$ cat src/rtl/psr_pkg.sv
// Package: field positions and sizes of the processor status word.
// Assumes a 16-bit visible word with an 11-bit implemented register.
package psr_pkg;
    localparam int WORD_W  = 16;
    localparam int PS_W    = 11;
    localparam int LOW_W   = 8;
    localparam int IPL_W   = 3;
    localparam int IPL_LSB = 8;
    localparam int B_C = 0;
    localparam int B_Z = 1;
    localparam int B_I = 2;
    localparam int B_D = 3;
    localparam int B_X = 4;
    localparam int B_M = 5;
    localparam int B_V = 6;
    localparam int B_N = 7;
endpackage

$ cat src/rtl/psr_flag_next.sv
// Computes the next value of the implemented status bits from the current
// value and every update source, applying the fixed priority
// ALU < clear < set < interrupt acceptance < full load.
// Assumes all inputs are stable before the clock edge; purely combinational.
module psr_flag_next
    import psr_pkg::*;
#(
    parameter int DATA_W = 16
) (
    input  logic [PS_W-1:0]   cur,
    input  logic              alu_nz_en,
    input  logic [DATA_W-1:0] alu_result,
    input  logic              alu_c_en,
    input  logic              alu_carry,
    input  logic              alu_v_en,
    input  logic              alu_ovf,
    input  logic              set_en,
    input  logic              clr_en,
    input  logic [LOW_W-1:0]  flag_mask,
    input  logic              sei_cmd,
    input  logic              clc_cmd,
    input  logic              irq_accept,
    input  logic              load_en,
    input  logic [WORD_W-1:0] load_val,
    output logic [PS_W-1:0]   nxt
);
    localparam int HALF_W = DATA_W / 2;

    logic [LOW_W-1:0] alu_low;
    logic [LOW_W-1:0] set_vec;
    logic [LOW_W-1:0] clr_vec;
    logic [LOW_W-1:0] cmd_low;
    logic             res_zero;
    logic             res_neg;
    logic             unused_load_hi;

    assign unused_load_hi = ^load_val[WORD_W-1:PS_W];

    // Zero and negative detection at the width chosen by the data-length flag.
    always_comb begin
        if (cur[B_M]) begin
            res_zero = (alu_result[HALF_W-1:0] == '0);
            res_neg  = alu_result[HALF_W-1];
        end else begin
            res_zero = (alu_result == '0);
            res_neg  = alu_result[DATA_W-1];
        end
    end

    // ALU-driven flag updates applied to the current low byte.
    always_comb begin
        alu_low = cur[LOW_W-1:0];
        if (alu_nz_en) begin
            alu_low[B_Z] = res_zero;
            alu_low[B_N] = res_neg;
        end
        if (alu_c_en) alu_low[B_C] = alu_carry;
        if (alu_v_en) alu_low[B_V] = alu_ovf;
    end

    // Build the set and clear vectors from masks and dedicated commands.
    always_comb begin
        set_vec = set_en ? flag_mask : '0;
        clr_vec = clr_en ? flag_mask : '0;
        if (sei_cmd) set_vec[B_I] = 1'b1;
        if (clc_cmd) clr_vec[B_C] = 1'b1;
    end

    // Per-flag arbitration: set beats clear beats ALU.
    for (genvar b = 0; b < LOW_W; b++) begin : g_flag
        assign cmd_low[b] = set_vec[b] ? 1'b1 : (clr_vec[b] ? 1'b0 : alu_low[b]);
    end

    // Final selection: load overrides everything, acceptance forces disable.
    always_comb begin
        if (load_en) begin
            nxt = load_val[PS_W-1:0];
        end else begin
            nxt = {cur[PS_W-1:IPL_LSB], cmd_low};
            if (irq_accept) nxt[B_I] = 1'b1;
        end
    end
endmodule

$ cat src/rtl/psr_irq_gate.sv
// Lets a maskable interrupt request through only while interrupt-disable is
// clear; any non-maskable class request always passes.
// Assumes requests are levels held by the interrupt controller.
module psr_irq_gate #(
    parameter int NM_W = 4
) (
    input  logic            i_flag,
    input  logic            irq_mreq,
    input  logic [NM_W-1:0] irq_nm_req,
    output logic            irq_go
);
    // Combine the gated maskable request with the unmasked classes.
    assign irq_go = (irq_mreq & ~i_flag) | (|irq_nm_req);

    always_comb begin
        if (|irq_nm_req) AST_NM_PASSES: assert (irq_go);
        if (i_flag && !(|irq_nm_req)) AST_MASK_BLOCKS: assert (!irq_go);
    end
endmodule

$ cat src/rtl/psr_status_reg.sv
// Processor status register top: holds the flags and priority level,
// exports the mode bits and gates interrupt requests.
// Assumes synchronous active-low reset; carry and zero are deliberately
// left without reset and stay undefined until first written.
module psr_status_reg
    import psr_pkg::*;
#(
    parameter int DATA_W = 16,
    parameter int NM_W   = 4
) (
    input  logic              clk,
    input  logic              rst_n,
    input  logic              alu_nz_en,
    input  logic [DATA_W-1:0] alu_result,
    input  logic              alu_c_en,
    input  logic              alu_carry,
    input  logic              alu_v_en,
    input  logic              alu_ovf,
    input  logic              set_en,
    input  logic              clr_en,
    input  logic [LOW_W-1:0]  flag_mask,
    input  logic              sei_cmd,
    input  logic              clc_cmd,
    input  logic              irq_accept,
    input  logic              load_en,
    input  logic [WORD_W-1:0] load_val,
    input  logic              irq_mreq,
    input  logic [NM_W-1:0]   irq_nm_req,
    output logic [WORD_W-1:0] ps_word,
    output logic              idx8_mode,
    output logic              data8_mode,
    output logic              dec_mode,
    output logic              irq_go
);
    localparam int PAD_W = WORD_W - PS_W;

    logic [PS_W-1:0] ps_q;
    logic [PS_W-1:0] ps_d;

    psr_flag_next #(.DATA_W(DATA_W)) i_next (
        .cur        (ps_q),
        .alu_nz_en  (alu_nz_en),
        .alu_result (alu_result),
        .alu_c_en   (alu_c_en),
        .alu_carry  (alu_carry),
        .alu_v_en   (alu_v_en),
        .alu_ovf    (alu_ovf),
        .set_en     (set_en),
        .clr_en     (clr_en),
        .flag_mask  (flag_mask),
        .sei_cmd    (sei_cmd),
        .clc_cmd    (clc_cmd),
        .irq_accept (irq_accept),
        .load_en    (load_en),
        .load_val   (load_val),
        .nxt        (ps_d)
    );

    // Carry and zero: no reset term, their value is undefined after reset.
    always_ff @(posedge clk) begin
        ps_q[B_Z:B_C] <= ps_d[B_Z:B_C];
    end

    // Remaining flags and priority level with their reset values.
    always_ff @(posedge clk) begin
        if (!rst_n) begin
            ps_q[PS_W-1:B_I] <= '0;
            ps_q[B_I]        <= 1'b1;
        end else begin
            ps_q[PS_W-1:B_I] <= ps_d[PS_W-1:B_I];
        end
    end

    assign ps_word    = {{PAD_W{1'b0}}, ps_q};
    assign idx8_mode  = ps_q[B_X];
    assign data8_mode = ps_q[B_M];
    assign dec_mode   = ps_q[B_D];

    psr_irq_gate #(.NM_W(NM_W)) i_gate (
        .i_flag     (ps_q[B_I]),
        .irq_mreq   (irq_mreq),
        .irq_nm_req (irq_nm_req),
        .irq_go     (irq_go)
    );

    AST_RESET_VALUES: assert property (@(posedge clk)
        !rst_n |=> (ps_word[B_I] && !ps_word[B_D] && !ps_word[B_X] && !ps_word[B_M]));
    AST_ACCEPT_SETS_I: assert property (@(posedge clk) disable iff (!rst_n)
        (irq_accept && !load_en) |=> ps_word[B_I]);
    AST_LOAD_WINS: assert property (@(posedge clk) disable iff (!rst_n)
        load_en |=> (ps_word[PS_W-1:0] == $past(load_val[PS_W-1:0])));
    AST_SET_MASK: assert property (@(posedge clk) disable iff (!rst_n)
        (set_en && !load_en) |=> ((ps_word[LOW_W-1:0] & $past(flag_mask)) == $past(flag_mask)));
    AST_CLR_MASK: assert property (@(posedge clk) disable iff (!rst_n)
        (clr_en && !set_en && !sei_cmd && !irq_accept && !load_en)
        |=> ((ps_word[LOW_W-1:0] & $past(flag_mask)) == '0));
endmodule

$ cat config.mk
export PLATFORM = sky130hd
export DESIGN_NAME = psr_status_reg
export DESIGN_NICKNAME = d
export VERILOG_FILES = /design/src/rtl/psr_pkg.sv /design/src/rtl/psr_flag_next.sv /design/src/rtl/psr_irq_gate.sv /design/src/rtl/psr_status_reg.sv
export SDC_FILE = /design/constraint.sdc
export NUM_CORES = 1
export LEC_CHECK = 0
export BUFFER_PORTS_ARGS = -buffer_cell sky130_fd_sc_hd__buf_2
export CAP_MARGIN = 10
export CELL_PAD_IN_SITES_DETAIL_PLACEMENT = 0
export CELL_PAD_IN_SITES_GLOBAL_PLACEMENT = 1
export CORE_MARGIN = 3
export CORE_UTILIZATION = 22
export CTS_BUF_LIST = sky130_fd_sc_hd__clkbuf_8
export DETAILED_ROUTE_END_ITERATION = 8
export PLACE_DENSITY_LB_ADDON = 0.1
export SYNTH_ARGS = -nofsm -noshare
export SYNTH_HDL_FRONTEND = slang
export SYNTH_SLANG_ARGS = --single-unit
$ cat constraint.sdc
create_clock -name clk -period 1.4 [get_ports clk]
set_input_delay 0.14 -clock clk [delete_from_list [all_inputs] [get_ports clk]]
set_output_delay 0.14 -clock clk [all_outputs]
set_load 0.005 [all_outputs]
# Yosys cells after proc, flatten, opt, wreduce, memory -nomap -nowiden
# Cells that the tools add are included.
totals:
  ff_bits: 11
  in_bits: 58
  out_inout_bits: 20
classes:
  n_bitwise: 3
  reduce_logical: 11
  mux: 28
op_table:
  columns: ["operator", "n"]
  rows:
  - ["1-bit two-way mux", 25]
  - ["8-bit two-way mux", 3]
  - ["4-bit nonzero test", 5]
  - ["16-bit logical NOT", 1]
  - ["3-bit nonzero test", 3]
  - ["8-bit logical NOT", 1]
  - ["4-bit OR reduction", 1]
  - ["1-bit AND", 1]
  - ["1-bit NOT", 1]
  - ["1-bit bitwise OR", 1]

# Depth between registers and ports, before layout
depth:
  ltp_word: 6
  mapped_depth: 4
  ltp_nobuf: 3

# By module
# Synthesis repeated with hierarchy kept, for this count alone.
unflattened:
  hier_cells: 85
  area_unflattened_um2: 685.7
by_module_without_submodules:
  columns: ["mod", "cells_per_inst", "instances", "area_each_um2", "seq_area_each_um2"]
  rows:
  - ["psr_status_reg", 29, 1, 340.3, 220.2]
  - ["psr_flag_next", 53, 1, 330.3, 0.0]
  - ["psr_irq_gate", 3, 1, 15.0, 0.0]

# Least setup slack after synthesis
# No wires, ideal clock.
synth_timing:
  kind: "register to register"
  start: "reg ps_q[5], in the netlist data8_mode"
  end: "reg ps_q[7], in the netlist ps_word[7]"
  path_slack_ns: 0.267
  t_arrival_ns: 1.009
  synth_period_minus_slack_ns: 1.133
  path_stages_with_launch: 4
  path_cell_list: "dfxtp_1 > mux2_4 > a221oi_2 > o31ai_1"
synth_via:
  elab_chain_cells: 5
synth_rtl:
  columns: ["element", "line", "rtl"]
  rows:
  - ["start, declared", "psr_status_reg.sv:37", "logic [PS_W-1:0] ps_q;"]
  - ["start signal, assigned by index", "psr_status_reg.sv:70", "ps_q[PS_W-1:B_I] <= ps_d[PS_W-1:B_I];"]
  - ["1-bit two-way mux", "psr_flag_next.sv:41", "if (cur[B_M]) begin"]
  - ["1-bit two-way mux", "psr_flag_next.sv:53", "if (alu_nz_en) begin"]
  - ["1-bit two-way mux (2 in a row)", "psr_flag_next.sv:71", "assign cmd_low[b] = set_vec[b] ? 1'b1 : (clr_vec[b] ? 1'b0 : alu_low[b]);"]
  - ["8-bit two-way mux", "psr_flag_next.sv:76", "if (load_en) begin"]
# No other way between the ends. The select of a mux whose other input is x is not followed.
# A chain may end at the register's enable or synchronous reset.

# Worst setup path in the final report
# Ends and elaborated chain as after synthesis.

==> run_results.csv <==
group,metric,value,unit
logic_synthesis,ys_seq_elements,11,
power_and_ir_drop,share_clk_of_total_power,36.5,%
place,dp_hpwl,1.744,mm
logic_synthesis,synth.yosys.warnings,0,
critical_path,startpoint_type,"flop",
cts,post_cts_hold_buffer_count,0,
cts,clkTransAtPathRegs,0.05,ns
floorplanning,boundaryPins,78,
power_and_ir_drop,power.internal,0.0006536,W
critical_path,crit_end,"ps_word[7]",
hold_path,timing.hold.worst.class,"primary input to flop",
floorplanning,die-height,62.64,µm
power_and_ir_drop,fin_total_pwr,0.0008841,W
critical_path,critical_path_class,"flop to flop",
cts,htree_num_levels,1,
routing,route.detailed.wl_per_inst,11.66,µm
routing,drc,0,
floorplanning,initial_core_util,24.33,%
routing,detailroute.via_count,828,
global_routing,initial_antenna_violation_count,0,
timing,timing.final.ws_setup,0.2265,ns
logic_synthesis,syn-instance-count,86,
cts,cts_post_setup_buffers_inserted,0,
routing,routed_wirelength,2.216,mm
timing,timing_hold_violations_final,0,
logic_synthesis,synth.top_cells.by_area,"sky130_fd_sc_hd__dfxtp_1 26%, sky130_fd_sc_hd__buf_4 12%, sky130_fd_sc_hd__edfxtp_1 8.5%",
timing,final.period_utilization,83.82,%
power_and_ir_drop,share_comb_of_total_power,22.6,%
critical_path,worstPathRequired,1.52,ns
critical_path,startpoint,"data8_mode",
floorplanning,std_cell_rows,19,
critical_path,worst-endpoint-arrival,1.30,ns
power_and_ir_drop,power_density,832.3,mW/mm²
timing,final.min_clock_period,1.173,ns
routing,drtPass1Iterations,4,
final_layout,layout-drive-gt1-share,50.00,%
logic_synthesis,ys_seq_area_share,34.04,%
timing,worst_setup_skew_after_layout,0.00002648,ns
logic_synthesis,syn-cell-area,705.7,µm²
final_layout,layout_commonest_cell,"sky130_fd_sc_hd__buf_2",
timing,fin_worst_hold_slack,0.1352,ns
routing,initialDrtViolationCount,27,
place,gp_congestion,0.7268,
critical_path,r2r_end,"ps_word[7]",
power_and_ir_drop,power.share.sequential,40.9,%
logic_synthesis,synth-main-ff-cell,"sky130_fd_sc_hd__dfxtp_1",
cts,clock_tree.root_cell,"sky130_fd_sc_hd__clkbuf_8",
floorplanning,core_region_area,0.002900,mm²
global_routing,first_pass_grt_wire_length,3.560,mm
cts,cts_buffers,3,
global_routing,globalRouteOverflowTotal,0,
floorplanning,chipWidth,62.64,µm
final_layout,synthToLayoutAreaGrowth,50.53,%
place,buffer_ports.inserted,67,
global_routing,globalRouteTotalUtil,11.42,%
cts,clock_insertion_delay_worst_skew,0.24,ns
critical_path,setup.reg_to_reg.worst_slack,0.23,ns
cts,tritoncts,"done",
place,detailedPlace.worstSlack,0.2171,ns
final_layout,diodes,0,
power_and_ir_drop,power.share.switching,26.07,%
critical_path,worstRegToRegCells,3,
timing,slew_viol_final,0,
power_and_ir_drop,peakVddDrop,0.4565,mV
global_routing,grt_start_max_net_pins,19,
power_and_ir_drop,p_switching,0.0002305,W
critical_path,r2r_start,"data8_mode",
final_layout,final_cell_mix,"67 x sky130_fd_sc_hd__buf_2, 12 x sky130_fd_sc_hd__nand2_1, 10 x sky130_fd_sc_hd__o21ai_0, 9 x sky130_fd_sc_hd__dfxtp_1, 6 x sky130_fd_sc_hd__nor2_1",
timing,grt_setup_unrepaired,"false",
timing,timing.setup.tns,0,ns
final_layout,finalNonFillerCells,190,
floorplanning,dieArea,0.003923,mm²
critical_path,crit_path_max_fanout,5,
power_and_ir_drop,cellLeakagePower,0.5358,nW
cts,cts_max_path_buffers,2,
logic_synthesis,postSynth.asyncResetShare,0,%
cts,clock_sink_count,11,
place,dp.cells,186,
cts,postCtsResizedCells,0,
logic_synthesis,synth_largest_area_cell,"sky130_fd_sc_hd__dfxtp_1",
critical_path,setup.worst_path.end_class,"flop",
logic_synthesis,post_synth.cell_area_avg,8.206,µm²
logic_synthesis,number_of_synthesized_flops_with_an_enable_pin,2,
status,outcome,"complete, no violations",
routing,route.antenna.remaining_nets,0,
timing,max_freq,852.2,MHz
routing,detail_route.vias_per_cell,4.358,
logic_synthesis,yosys.cell_types.count,26,
flow_run,max_cap_viol_count,0,
timing,timing.final.setup_violations,0,
global_routing,first_global_vias,765,
final_layout,final_net_count,207,
logic_synthesis,netlist.area_leader.share,25.53,%
-- state kept, by name, summed over array words and instances (netlist names) --
name and count:
idx8_mode 1, dec_mode 1, ps_word 8, data8_mode 1
-- metrics by stage --
step,utilization (%),area [µm²]
4_1_cts,36.63,1062
3_3_place_gp,35.03,1016
5_1_grt,36.63,1062
2_1_floorplan,-,720.7
6_report,36.63,1062
3_5_place_dp,35.03,1016
-- layout make-up --
cell class / instances / area, µm²
Clock buffer: 3 / 41.29
Clock inverter: 1 / 5.005
Fill cell: 322 / 1838
Inverter: 3 / 11.26
Multi-Input combinational cell: 63 / 376.6
Sequential cell: 11 / 240.2
Tap cell: 42 / 52.55
Timing Repair Buffer: 67 / 335.3
-- power groups by stage --
stage / registers (W) / logic (W) / clock network [W]
after floorplan: 0.000370 / 0.000103 / 0
after global placement: 0.000367 / 0.000201 / 0
after detailed placement: 0.000368 / 0.000203 / 0
after CTS: 0.000362 / 0.000204 / 0.000341
after global routing: 0.000365 / 0.000226 / 0.000353
final: 0.000362 / 0.000200 / 0.000323
-- routing by layer --
metal	vias up	share of wire [%]	GRT usage (%)
li1	422	-	-
met1	352	41	13.36
met2	52	45	18.11
met3	2	14	6.475
met4	0	0.77	2.479
met5	-	0	0
-- critical path: stages, from the launching register on --
cell and delay [ns]:
sky130_fd_sc_hd__dfxtp_1 0.41, sky130_fd_sc_hd__mux2_4 0.33, sky130_fd_sc_hd__a221oi_2 0.23, sky130_fd_sc_hd__o31ai_1 0.10
-- Yosys cell counts (all sizes together) (3+ instances only) --
cell and instances:
nor3 3, nor4 4, nand2 12, buf 13
nor2b 3, nor2 6, dfxtp 9, mux2i 3
o21ai 10, inv 3, a221oi 5
-- how the worst min path moves through the flow --
| stage | start | to | slack [ns] | depth (start not counted) |
|---|---|---|---|---|
| CTS | load_val[5] | data8_mode | 0.13 | 3 |
| floorplan | rst_n | ps_word[2] | 0.22 | 1 |
| global placement | load_val[4] | idx8_mode | 0.38 | 3 |
| finish | load_val[5] | data8_mode | 0.14 | 3 |
| global route | load_val[4] | idx8_mode | 0.16 | 3 |
| detailed placement | load_val[5] | data8_mode | 0.38 | 3 |
-- cell families after synthesis --
kind of cell,count (synthesis),share of synthesized area [%]
flip-flops,11,34.04
AO/OA/AOI/OAI,23,22.87
other,1,0.5314
buffers and inverters,16,14.72
multiplexers,5,7.978
AND/OR/NAND/NOR,30,19.86
(Power assumes the default switching activity.)
